<file path="config.mk">
export PLATFORM = sky130hd
export DESIGN_NAME = addcmp_unit
export DESIGN_NICKNAME = d
export VERILOG_FILES = /design/src/rtl/addcmp_pkg.sv /design/src/rtl/addcmp_ripple.sv /design/src/rtl/addcmp_magcmp.sv /design/src/rtl/addcmp_sel.sv /design/src/rtl/addcmp_unit.sv
export SDC_FILE = /design/constraint.sdc
export NUM_CORES = 1
export LEC_CHECK = 0
export BUFFER_PORTS_ARGS = -buffer_cell sky130_fd_sc_hd__buf_2
export CAP_MARGIN = 30
export CELL_PAD_IN_SITES_DETAIL_PLACEMENT = 0
export CELL_PAD_IN_SITES_GLOBAL_PLACEMENT = 1
export CORE_AREA = 2 2 39 41
export DETAILED_ROUTE_END_ITERATION = 16
export DIE_AREA = 0 0 41 43
export PLACE_DENSITY_LB_ADDON = 0.2
export REMOVE_ABC_BUFFERS = 1
export SYNTH_ARGS = -nofsm -noshare
export SYNTH_HDL_FRONTEND = slang
export SYNTH_SLANG_ARGS = --single-unit
</file>
<file path="constraint.sdc">
create_clock -name vclk -period 1
set_clock_uncertainty 0.2 [all_clocks]
set_input_delay 0.1 -clock vclk [all_inputs]
set_output_delay 0.1 -clock vclk [all_outputs]
set_load 0.1 [all_outputs]
</file>
<file path="src/rtl/addcmp_pkg.sv">
// Package: shared constants for the sum-or-compare unit.
// Assumes: comparison codes are two bits wide and fixed by the block's
// behaviour (1 = less, 2 = greater, 3 = equal, 0 = comparator disabled).
package addcmp_pkg;

    localparam int CODE_W = 2;

    localparam logic [CODE_W-1:0] CODE_OFF  = 2'd0;
    localparam logic [CODE_W-1:0] CODE_LESS = 2'd1;
    localparam logic [CODE_W-1:0] CODE_MORE = 2'd2;
    localparam logic [CODE_W-1:0] CODE_SAME = 2'd3;

endpackage

</file>
<file path="src/rtl/addcmp_ripple.sv">
// Module: addcmp_ripple
// Ripple-carry adder for two unsigned W-bit operands, with the carry-in
// tied to zero.
// Assumes: W >= 1. Purely combinational.
module addcmp_ripple #(
    parameter int W = 2
) (
    input  logic [W-1:0] a_in,
    input  logic [W-1:0] b_in,
    output logic [W-1:0] sum_out,
    output logic         carry_out
);

    logic [W:0] chain;

    assign chain[0] = 1'b0;

    // One full-adder cell per operand bit
    for (genvar g = 0; g < W; g++) begin : g_cell
        assign sum_out[g]   = a_in[g] ^ b_in[g] ^ chain[g];
        assign chain[g+1]   = (a_in[g] & b_in[g])
                            | (a_in[g] & chain[g])
                            | (b_in[g] & chain[g]);
    end

    assign carry_out = chain[W];

endmodule

</file>
<file path="src/rtl/addcmp_magcmp.sv">
// Module: addcmp_magcmp
// Unsigned magnitude comparator with a gating enable. When the enable is
// high it outputs the less, greater or equal code; when it is low it
// outputs the off code.
// Assumes: W >= 1. Operands are unsigned. Purely combinational.
module addcmp_magcmp
    import addcmp_pkg::*;
#(
    parameter int W = 2
) (
    input  logic              cmp_en,
    input  logic [W-1:0]      a_in,
    input  logic [W-1:0]      b_in,
    output logic [CODE_W-1:0] code_out
);

    logic a_lt;
    logic a_gt;

    // Scan from LSB to MSB so the highest differing bit decides the result
    always_comb begin
        a_lt = 1'b0;
        a_gt = 1'b0;
        for (int i = 0; i < W; i++) begin
            if (a_in[i] != b_in[i]) begin
                a_lt = b_in[i];
                a_gt = a_in[i];
            end
        end
    end

    // Map the relation to a code, with the enable gating everything off
    always_comb begin
        if (!cmp_en)
            code_out = CODE_OFF;
        else if (a_lt)
            code_out = CODE_LESS;
        else if (a_gt)
            code_out = CODE_MORE;
        else
            code_out = CODE_SAME;
    end

endmodule

</file>
<file path="src/rtl/addcmp_sel.sv">
// Module: addcmp_sel
// Result selector. It places the carry and sum, or the zero-extended
// comparison code, on the shared result bus.
// Assumes: W >= CODE_W. Purely combinational.
module addcmp_sel
    import addcmp_pkg::*;
#(
    parameter int W = 2
) (
    input  logic              pick_sum,
    input  logic [W-1:0]      sum_in,
    input  logic              carry_in,
    input  logic [CODE_W-1:0] code_in,
    output logic [W:0]        res_out
);

    localparam int PAD_W = W + 1 - CODE_W;

    // Choose the arithmetic or the relational view of the operands
    always_comb begin
        if (pick_sum)
            res_out = {carry_in, sum_in};
        else
            res_out = {{PAD_W{1'b0}}, code_in};
    end

endmodule

</file>
<file path="src/rtl/addcmp_unit.sv">
// Module: addcmp_unit (top)
// Mode-selectable unsigned adder or magnitude comparator on a shared
// result port.
// Assumes: unsigned operands, W >= 2, no clock. The comparator enable is
// held active here, so compare mode never returns the off code.
module addcmp_unit #(
    parameter int W = 2
) (
    input  logic [W-1:0] op_a,
    input  logic [W-1:0] op_b,
    input  logic         mode_add,
    output logic [W:0]   res
);

    import addcmp_pkg::*;

    localparam logic CMP_ALWAYS_ON = 1'b1;

    logic [W-1:0]      sum_w;
    logic              carry_w;
    logic [CODE_W-1:0] code_w;

    addcmp_ripple #(.W(W)) u_add (
        .a_in     (op_a),
        .b_in     (op_b),
        .sum_out  (sum_w),
        .carry_out(carry_w)
    );

    addcmp_magcmp #(.W(W)) u_cmp (
        .cmp_en  (CMP_ALWAYS_ON),
        .a_in    (op_a),
        .b_in    (op_b),
        .code_out(code_w)
    );

    addcmp_sel #(.W(W)) u_sel (
        .pick_sum(mode_add),
        .sum_in  (sum_w),
        .carry_in(carry_w),
        .code_in (code_w),
        .res_out (res)
    );

endmodule

</file>
==> metrics.md, run 1 <==
| Metric | Value |
|---|---|
| Crit-path leading delay family | `adder cells` |
| CP Max Fanout | `2` |
| Pleak | `0.167 nW` |
| FILL cells | `149` |
| Seq Cell Count | `0` |
| Gate Count Post-Synth | `14` |
| CLK BUF | `0` |
| Crit-path slowest cell | `fa_1` |
| Vias per inst | `3.58` |
| Routed Wire Length | `380 µm` |
| Overall power | `277 µW` |
| Fin nets | `39` |
| Syn_area_per_cell | `9.65 µm²` |
| Via count | `154` |
| Least-Margin Pin Slew | `0.273 ns` |
| Initial Utilization | `0.0976` |
| Arr. time, crit path | `1.16 ns` |
| Fin crit period | `1.46 ns` |
| Crit end category | `output port` |
| Vias in the first global route | `120` |
| DRT antenna net count | `0` |
| Pre-CTS setup slack | `-0.582 ns` |
| Ys Warns | `0` |
| Worst-path cell chain | `buf_8 > ha_4 > fa_1 > nand2_2 > o21ai_4 > buf_12` |
| Core area | `0.00138 mm²` |
| N_diodes | `0` |
| Design area | `379 µm²` |
| Unrepaired setup endpoints after global routing | `yes` |
| Worst hold start | `mode_add` |
| I/O Pins | `8` |
| Count of input and output buffers | `8` |
| Row count | `14` |
| Area Growth Syn to Fin | `181%` |
| PnR worst setup slack | `-0.461 ns` |
| Total track usage | `0.0390` |
| Maximum VDD drop | `364 µV` |
| Min-Delay Path Depth | `3` |
| WP depth | `6` |
| Seq/Total Area, Yosys | `0` |
| HP Class | `in2out` |
| Fin. Hold Viols | `0` |
| Total global routing overflow | `0` |
| Share of layout cells above drive strength 1 | `0.852` |
| Violated checks | `setup timing` |
| Worst setup path startpoint | `op_a[0]` |
| Register Area | `0 µm²` |
| Final count of pins violating max slew | `0` |
| Fin util | `0.274` |
| Setup Buffers After CTS | `0` |
| DRC | `0` |
| Largest net degree at the start of global routing | `6` |
| Max_cap viols | `0` |
| Critical path type | `in2out` |
| CP Launch Type | `primary input` |
| Initial DRC Count | `0` |
| Fmax | `0.684 GHz` |
| Status | `complete, but fails checks` |
| Endpoints failing setup | `3` |
| Routed len/inst | `8.84 µm` |
| RePlAce Congestion | `0.527` |
| CP required | `0.70 ns` |
| Relative slew margins | `0.818` |
| Die width | `41 µm` |
| CP max stage delay | `0.49 ns` |
| Area of the multi-input gates | `196 µm²` |
| Final period util | `1.46` |
| Most frequent cells in the layout | `buf_6 (4), buf_4 (4), buf_12 (3)` |
| Drt pass-1 iters | `1` |
| First-pass GRT wire length | `510 µm` |
| CTS hold repair buffers | `0` |
| Antenna violations before repair | `0` |
| DP Area | `263 µm²` |
| Power Density | `732 mW/mm²` |
| Cell Area, Synth | `135 µm²` |
| Post-synthesis cell type count | `10` |
| Worst path bufs/invs | `2` |
| Die Area | `0.00176 mm²` |
| Die Y | `43 µm` |
-- power breakdown --
part           total [mW]  internal (mW)  switching, mW
Combinational       0.277          0.125          0.153
Sequential              0              0              0
Clock                   0              0              0
-- cell families (layout without fill, tap and decap cells) --
kind of cell               Yosys count  after routing  synth area share
AOI/OAI and AO/OA                    2              2             0.120
buffers and inverters                2             15            0.0556
muxes                                1              1            0.0833
adders and majority gates            5              5             0.519
and+or+nand+nor                      4              4             0.222
-- metrics by stage --
step	setup TNS, ns	hold slack, ns	instances
finish	-1.19	0.452	43
CTS	-1.28	0.409	43
global route	-1.27	0.481	43
detailed placement	-1.68	0.427	43
global placement	-1.67	0.430	43
floorplan	-3.21	0.292	14
-- final cells by class --
class              instances  share of cell area
multi-input cells         12               0.518
inverters                  2              0.0198
repair buffers            13               0.409
well taps                 16              0.0528
-- routing by layer --
layer  wire [µm]  GRT usage  part of all wire  up-vias
met2         178     0.0469              0.47        8
met5           0          0                 0        -
met3          35    0.00524             0.092        0
met1         166     0.0732              0.44       71
met4           0          0                 0        0
li1            -          -                 -       75
-- worst paths after layout --
| check | endpoint | slack (ns) |
|---|---|---|
| min | res[0] | 0.45 |
| max | res[1] | -0.46 |
-- Yosys cell counts --
master / instances / share of area
nand2_1: 1 / 0.028
and2_2: 1 / 0.056
nor4b_1: 1 / 0.065
fa_1: 1 / 0.15
a211oi_1: 1 / 0.056
inv_1: 2 / 0.056
nor4bb_1: 1 / 0.074
mux2_2: 1 / 0.083
ha_1: 4 / 0.37
o21ai_2: 1 / 0.065
-- timing repair --
action | CTS | global route
setup endpoints to repair | 3 | 3
gates resized for setup | 16 | 10
cloned | 0 | 0
pin swaps | 6 | 6
Power figures use the tool's default switching activity.
==> run 2: changes to the inputs <==
ABC_AREA = 1   (was not set)
TNS_END_PERCENT = 20   (was not set)
==> metrics.md, run 2 <==
| Metric | Value |
|---|---|
| N_diodes | `0 (unchanged)` |
| Most frequent cells in the layout | `inv_1 (7), nand2_1 (6), buf_4 (4)` |
| Core area | `0.00138 mm² (unchanged)` |
| Final count of pins violating max slew | `0 (unchanged)` |
| HPWL Detailed | `282 µm` |
| Die Area | `0.00176 mm² (unchanged)` |
| Switching power total | `148 µW (-2.8%)` |
| Largest net degree at the start of global routing | `5 (-1)` |
| Endpoints failing setup | `3 (unchanged)` |
| Worst path bufs/invs | `2 (unchanged)` |
| Sequential power share | `0 (unchanged)` |
| Dpl cells | `50 (+16%)` |
| Logic pwr share | `1.000 (about the same)` |
| Top cell type's share of synthesized area | `0.354 (-0.0164)` |
| Drt pass-1 iters | `2 (+1)` |
| Area Growth Syn to Fin | `129%` |
| I/O Pins | `8 (unchanged)` |
| Min-Delay Path Depth | `5 (+2)` |
| Die Y | `43 µm (unchanged)` |
| Relative slew margins | `0.873 (+0.0554)` |
| WP depth | `6 (unchanged)` |
| FILL cells | `168 (+13%)` |
| Fin crit period | `1.47 ns (+0.00472 ns)` |
| Synth top area cells | `ha_1 (35%), inv_1 (19%), nand2_1 (16%)` |
| CLK BUF | `0 (unchanged)` |
| Row count | `14 (unchanged)` |
| CTS hold repair buffers | `0 (unchanged)` |
| Fin nets | `47 (+21%)` |
| Count of input and output buffers | `8 (unchanged)` |
| Layout Cells excl Fill | `51 (+19%)` |
| PnR worst setup slack | `-0.466 ns (-0.00472 ns)` |
| Routed len/inst | `6.69 µm (-24%)` |
| Crit end category | `output port` |
| Ys Warns | `0 (unchanged)` |
| Vias per inst | `3.31 (-7.5%)` |
| Critical path type | `in2out` |
| Top cells by count, synth | `inv_1 (7), nand2_1 (6), ha_1 (4), nor2_1 (2), o21ai_0 (2)` |
| Initial Utilization | `0.102 (+0.00452)` |
| Vias in the first global route | `157 (+31%)` |
| Seq Cell Count | `0 (unchanged)` |
| Unrepaired setup endpoints after global routing | `yes` |
| CP Launch Type | `primary input` |
| Pleak | `0.174 nW (+4.3%)` |
| CP required | `0.70 ns (about the same)` |
| Synth area leader | `ha_1` |
| Power Density | `753 mW/mm² (+3.0%)` |
| Internal power | `95.8 µW (-23%)` |
| Fmax | `0.682 GHz (-0.32%)` |
| Initial DRC Count | `1 (+1)` |
| Clock power share | `0 (unchanged)` |
| Post-synthesis cell type count | `7 (-3)` |
| Crit-path leading delay family | `adder cells` |
| Register Area | `0 µm² (unchanged)` |
| Commonest non-fill, non-tap cell in the layout | `inv_1` |
| Antenna violations before repair | `0 (unchanged)` |
| First-pass GRT wire length | `572 µm (+12%)` |
| Die width | `41 µm (unchanged)` |
| Status | `complete, but fails checks` |
| Cell Area, Synth | `141 µm² (+4.6%)` |
| Least-Margin Pin Slew | `0.189 ns (-0.0845 ns)` |
| DRC | `0 (unchanged)` |
| Gate Count Post-Synth | `23 (+9)` |
| Fin util | `0.234 (-0.0398)` |
| Arr. time, crit path | `1.17 ns (about the same)` |
| Worst-path cell chain | `buf_8 > ha_4 > fa_1 > nand2_1 > o21ai_2 > clkbuf_16` |
| Total global routing overflow | `0 (unchanged)` |
| Most frequent cell after synthesis | `inv_1` |
| Syn_area_per_cell | `6.15 µm² (-36%)` |
| CP Max Fanout | `2 (unchanged)` |
| Sw Ratio | `0.607 (+0.0572)` |
| Routed Wire Length | `341 µm (-10%)` |
| Fin. Hold Viols | `0 (unchanged)` |
| HP Class | `in2out` |
| Maximum VDD drop | `159 µV (-56%)` |
| Seq/Total Area, Yosys | `0 (unchanged)` |
| Total track usage | `0.0420 (+0.00296)` |
| RePlAce Congestion | `0.586 (+11%)` |
| Crit-path slowest cell | `fa_1` |
| DRT antenna net count | `0 (unchanged)` |
| Violated checks | `setup timing` |
| Via count | `169 (+9.7%)` |
| Max_cap viols | `0 (unchanged)` |
| Final period util | `1.47 (+0.00472)` |
| Share of layout cells above drive strength 1 | `0.486 (-0.366)` |
| CP max stage delay | `0.47 ns (-0.02 ns)` |
==> run 2: worst paths after layout <==
check                     from     end  slack, ns
worst max-delay path   op_a[0]  res[1]      -0.47
worst min-delay path  mode_add  res[0]       0.43
==> run 2: final cells by class <==
class / count / area, µm² / area share
multi-input combinational: 16 / 150 / 0.463
tap: 16 / 20.0 / 0.0618
timing repair buffer: 12 / 128 / 0.394
inverter: 7 / 26.3 / 0.0811
==> run 2: cell families after synthesis <==
kind of cell / share of synthesized area
AOI/OAI and AO/OA: 0.106
adders and majority gates: 0.496
buffers and inverters: 0.186
and+or+nand+nor: 0.212
==> run 2: metrics by stage <==
step / cell area [µm²] / setup WS [ns] / setup TNS, ns / hold WS, ns / power (mW)
4_1_cts: 302 / -0.551 / -1.29 / 0.434 / 0.245
6_report: 324 / -0.466 / -1.15 / 0.430 / 0.244
5_1_grt: 324 / -0.518 / -1.34 / 0.463 / 0.261
3_5_place_dp: 254 / -0.595 / -1.55 / 0.437 / 0.212
2_1_floorplan: 141 / -1.93 / -3.64 / 0.388 / 0.130
3_3_place_gp: 254 / -0.597 / -1.56 / 0.445 / 0.211
==> run 2: power groups by stage <==
stage	Clock, mW	Combinational [mW]	Sequential (mW)
3_3_place_gp	0	0.211	0
5_1_grt	0	0.261	0
6_report	0	0.244	0
4_1_cts	0	0.245	0
2_1_floorplan	0	0.130	0
3_5_place_dp	0	0.212	0
==> run 2: repair_timing <==
action                                  4_1_cts  5_1_grt
pin swaps                                     0        2
setup buffers                                 0        1
gates resized for setup                      10        5
endpoints found under the setup margin        3        3
cloned                                        0        0
==> run 2: worst min-delay path: stages <==
cell     delay, ns
buf_2         0.12
nand2_1       0.05
inv_1         0.06
a21oi_2       0.04
buf_12        0.15
==> run 2: metal layers <==
metal / GRT usage / up-vias / share of wire
li1: - / 91 / -
met1: 0.0571 / 74 / 0.38
met2: 0.0750 / 4 / 0.57
met3: 0 / 0 / 0.053
met4: 0 / 0 / 0
met5: 0 / - / 0
==> run 3: changes to the inputs <==
ABC_AREA = not set   (was 1)
==> metrics.md, run 3 (same netlist as run 1, synthesis figures left out) <==
| Metric | Value |
|---|---|
| PnR worst setup slack | `-0.461 ns (+0.00498 ns)` |
| HP Class | `in2out` |
| FILL cells | `151 (-10%)` |
| Critical path type | `in2out` |
| Least-Margin Pin Slew | `0.273 ns (+0.0845 ns)` |
| DP Area | `263 µm² (+3.4%)` |
| Relative slew margins | `0.818 (-0.0554)` |
| Initial Utilization | `0.0976 (-0.00452)` |
| Violated checks | `setup timing` |
| Total global routing overflow | `0 (unchanged)` |
| Layout Cells excl Fill | `43 (-16%)` |
| Max_cap viols | `0 (unchanged)` |
| Vias per inst | `3.58 (+8.1%)` |
| DRT antenna net count | `0 (unchanged)` |
| Row count | `14 (unchanged)` |
| Largest net degree at the start of global routing | `6 (+1)` |
| RePlAce Congestion | `0.527 (-10%)` |
| Total track usage | `0.0380 (-0.00396)` |
| Via count | `154 (-8.9%)` |
| Pre-CTS setup slack | `-0.582 ns (+0.0137 ns)` |
| Worst-path cell chain | `buf_8 > ha_4 > fa_1 > nand2_2 > o21ai_4 > buf_12` |
| Overall power | `272 µW (+11%)` |
| Crit end category | `output port` |
| Die Area | `0.00176 mm² (unchanged)` |
| Routed len/inst | `8.84 µm (+32%)` |
| Power Density | `730 mW/mm² (-3.1%)` |
| Final period util | `1.46 (-0.00498)` |
| Final count of pins violating max slew | `0 (unchanged)` |
| Antenna violations before repair | `0 (unchanged)` |
| First-pass GRT wire length | `503 µm (-12%)` |
| Initial DRC Count | `0 (-1)` |
| Top Usage Layer GRT | `met1` |
| Register Area | `0 µm² (unchanged)` |
| Pleak | `0.164 nW (-5.5%)` |
| Routed Wire Length | `380 µm (+11%)` |
| Die width | `41 µm (unchanged)` |
| Vias in the first global route | `120 (-24%)` |
| Share of layout cells above drive strength 1 | `0.852 (+0.366)` |
| Core area | `0.00138 mm² (unchanged)` |
| CP required | `0.70 ns (about the same)` |
| Seq Cell Count | `0 (unchanged)` |
| DRC | `0 (unchanged)` |
| Crit-path slowest cell | `fa_1` |
| Fmax | `0.685 GHz (+0.34%)` |
| I/O Pins | `8 (unchanged)` |
| Most frequent cells in the layout | `buf_6 (4), buf_4 (4)` |
| Met3 GRT Util | `0.00524 (+0.00524)` |
| Fin. Hold Viols | `0 (unchanged)` |
| Die Y | `43 µm (unchanged)` |
| Area Growth Syn to Fin | `176%` |
| Endpoints failing setup | `3 (unchanged)` |
| CP Launch Type | `primary input` |
| CLK BUF | `0 (unchanged)` |
| Maximum VDD drop | `355 µV (+120%)` |
| Fin crit period | `1.46 ns (-0.00498 ns)` |
| Dpl cells | `43 (-14%)` |
| Global-route met1 utilization | `0.0701 (+0.0129)` |
| Met2 usage | `0.0469 (-0.0281)` |
| Count of input and output buffers | `8 (unchanged)` |
| Hold_ws | `0.447 ns (+0.0174 ns)` |
| Unrepaired setup endpoints after global routing | `yes` |
| Status | `complete, but fails checks` |
| Area of the multi-input gates | `195 µm² (+30%)` |
| Design area | `373 µm² (+15%)` |
| Arr. time, crit path | `1.16 ns (about the same)` |
| N_diodes | `0 (unchanged)` |
| CP max stage delay | `0.49 ns (+0.02 ns)` |
| Fin nets | `39 (-17%)` |
| CP Max Fanout | `2 (unchanged)` |
| Drt pass-1 iters | `1 (-1)` |
-- run 3: cell types whose count changed in the layout (fill, tap and decap cells not counted), sizes merged --
cell    change
a211oi      +1
a21oi       -1
and2        +1
buf         +2
clkbuf      -1
inv         -5
mux2        +1
nand2       -5
nor2        -2
nor4b       +1
nor4bb      +1
o21ai       -1
-- run 3: stage by stage --
step / TNS (ns) / util
3_5_place_dp: -1.68 / 0.190
3_3_place_gp: -1.67 / 0.190
5_1_grt: -1.34 / 0.269
2_1_floorplan: -3.21 / -
4_1_cts: -1.34 / 0.238
6_report: -1.24 / 0.269
-- run 3: path summary, 6_finish.rpt --
check / from / endpoint / slack [ns] / cells past startpoint
max: op_a[0] / res[1] / -0.46 / 6
min: mode_add / res[0] / 0.45 / 3
-- run 3: power by group --
part	switching, mW	internal (mW)	total (mW)
sequential	0	0	0
combinational	0.152	0.120	0.272
clock	0	0	0
-- run 3: critical path, delay by kind of cell --
family / cells / cell delay [ns]
AO/OA/AOI/OAI: 1 / 0.07
adder cells (fa/ha/maj): 2 / 0.64
buffers and inverters: 2 / 0.29
AND/OR/NAND/NOR: 1 / 0.06
-- run 3: area by class of cell --
cell class	instances	share of cell area
multi-input cells	12	0.523
repair buffers	13	0.403
well taps	16	0.0537
inverters	2	0.0201
-- run 3: per-layer routing --
layer	vias to the layer above	part of all wire
li1	75	-
met1	71	0.41
met2	8	0.47
met3	0	0.12
met4	0	0
met5	-	0
-- run 3: what timing repair did --
action,CTS,global route
endpoints found under the setup margin,3,3
buffers inserted,0,0
resized for setup,14,10
pin swaps,5,6
hold buffers,0,0
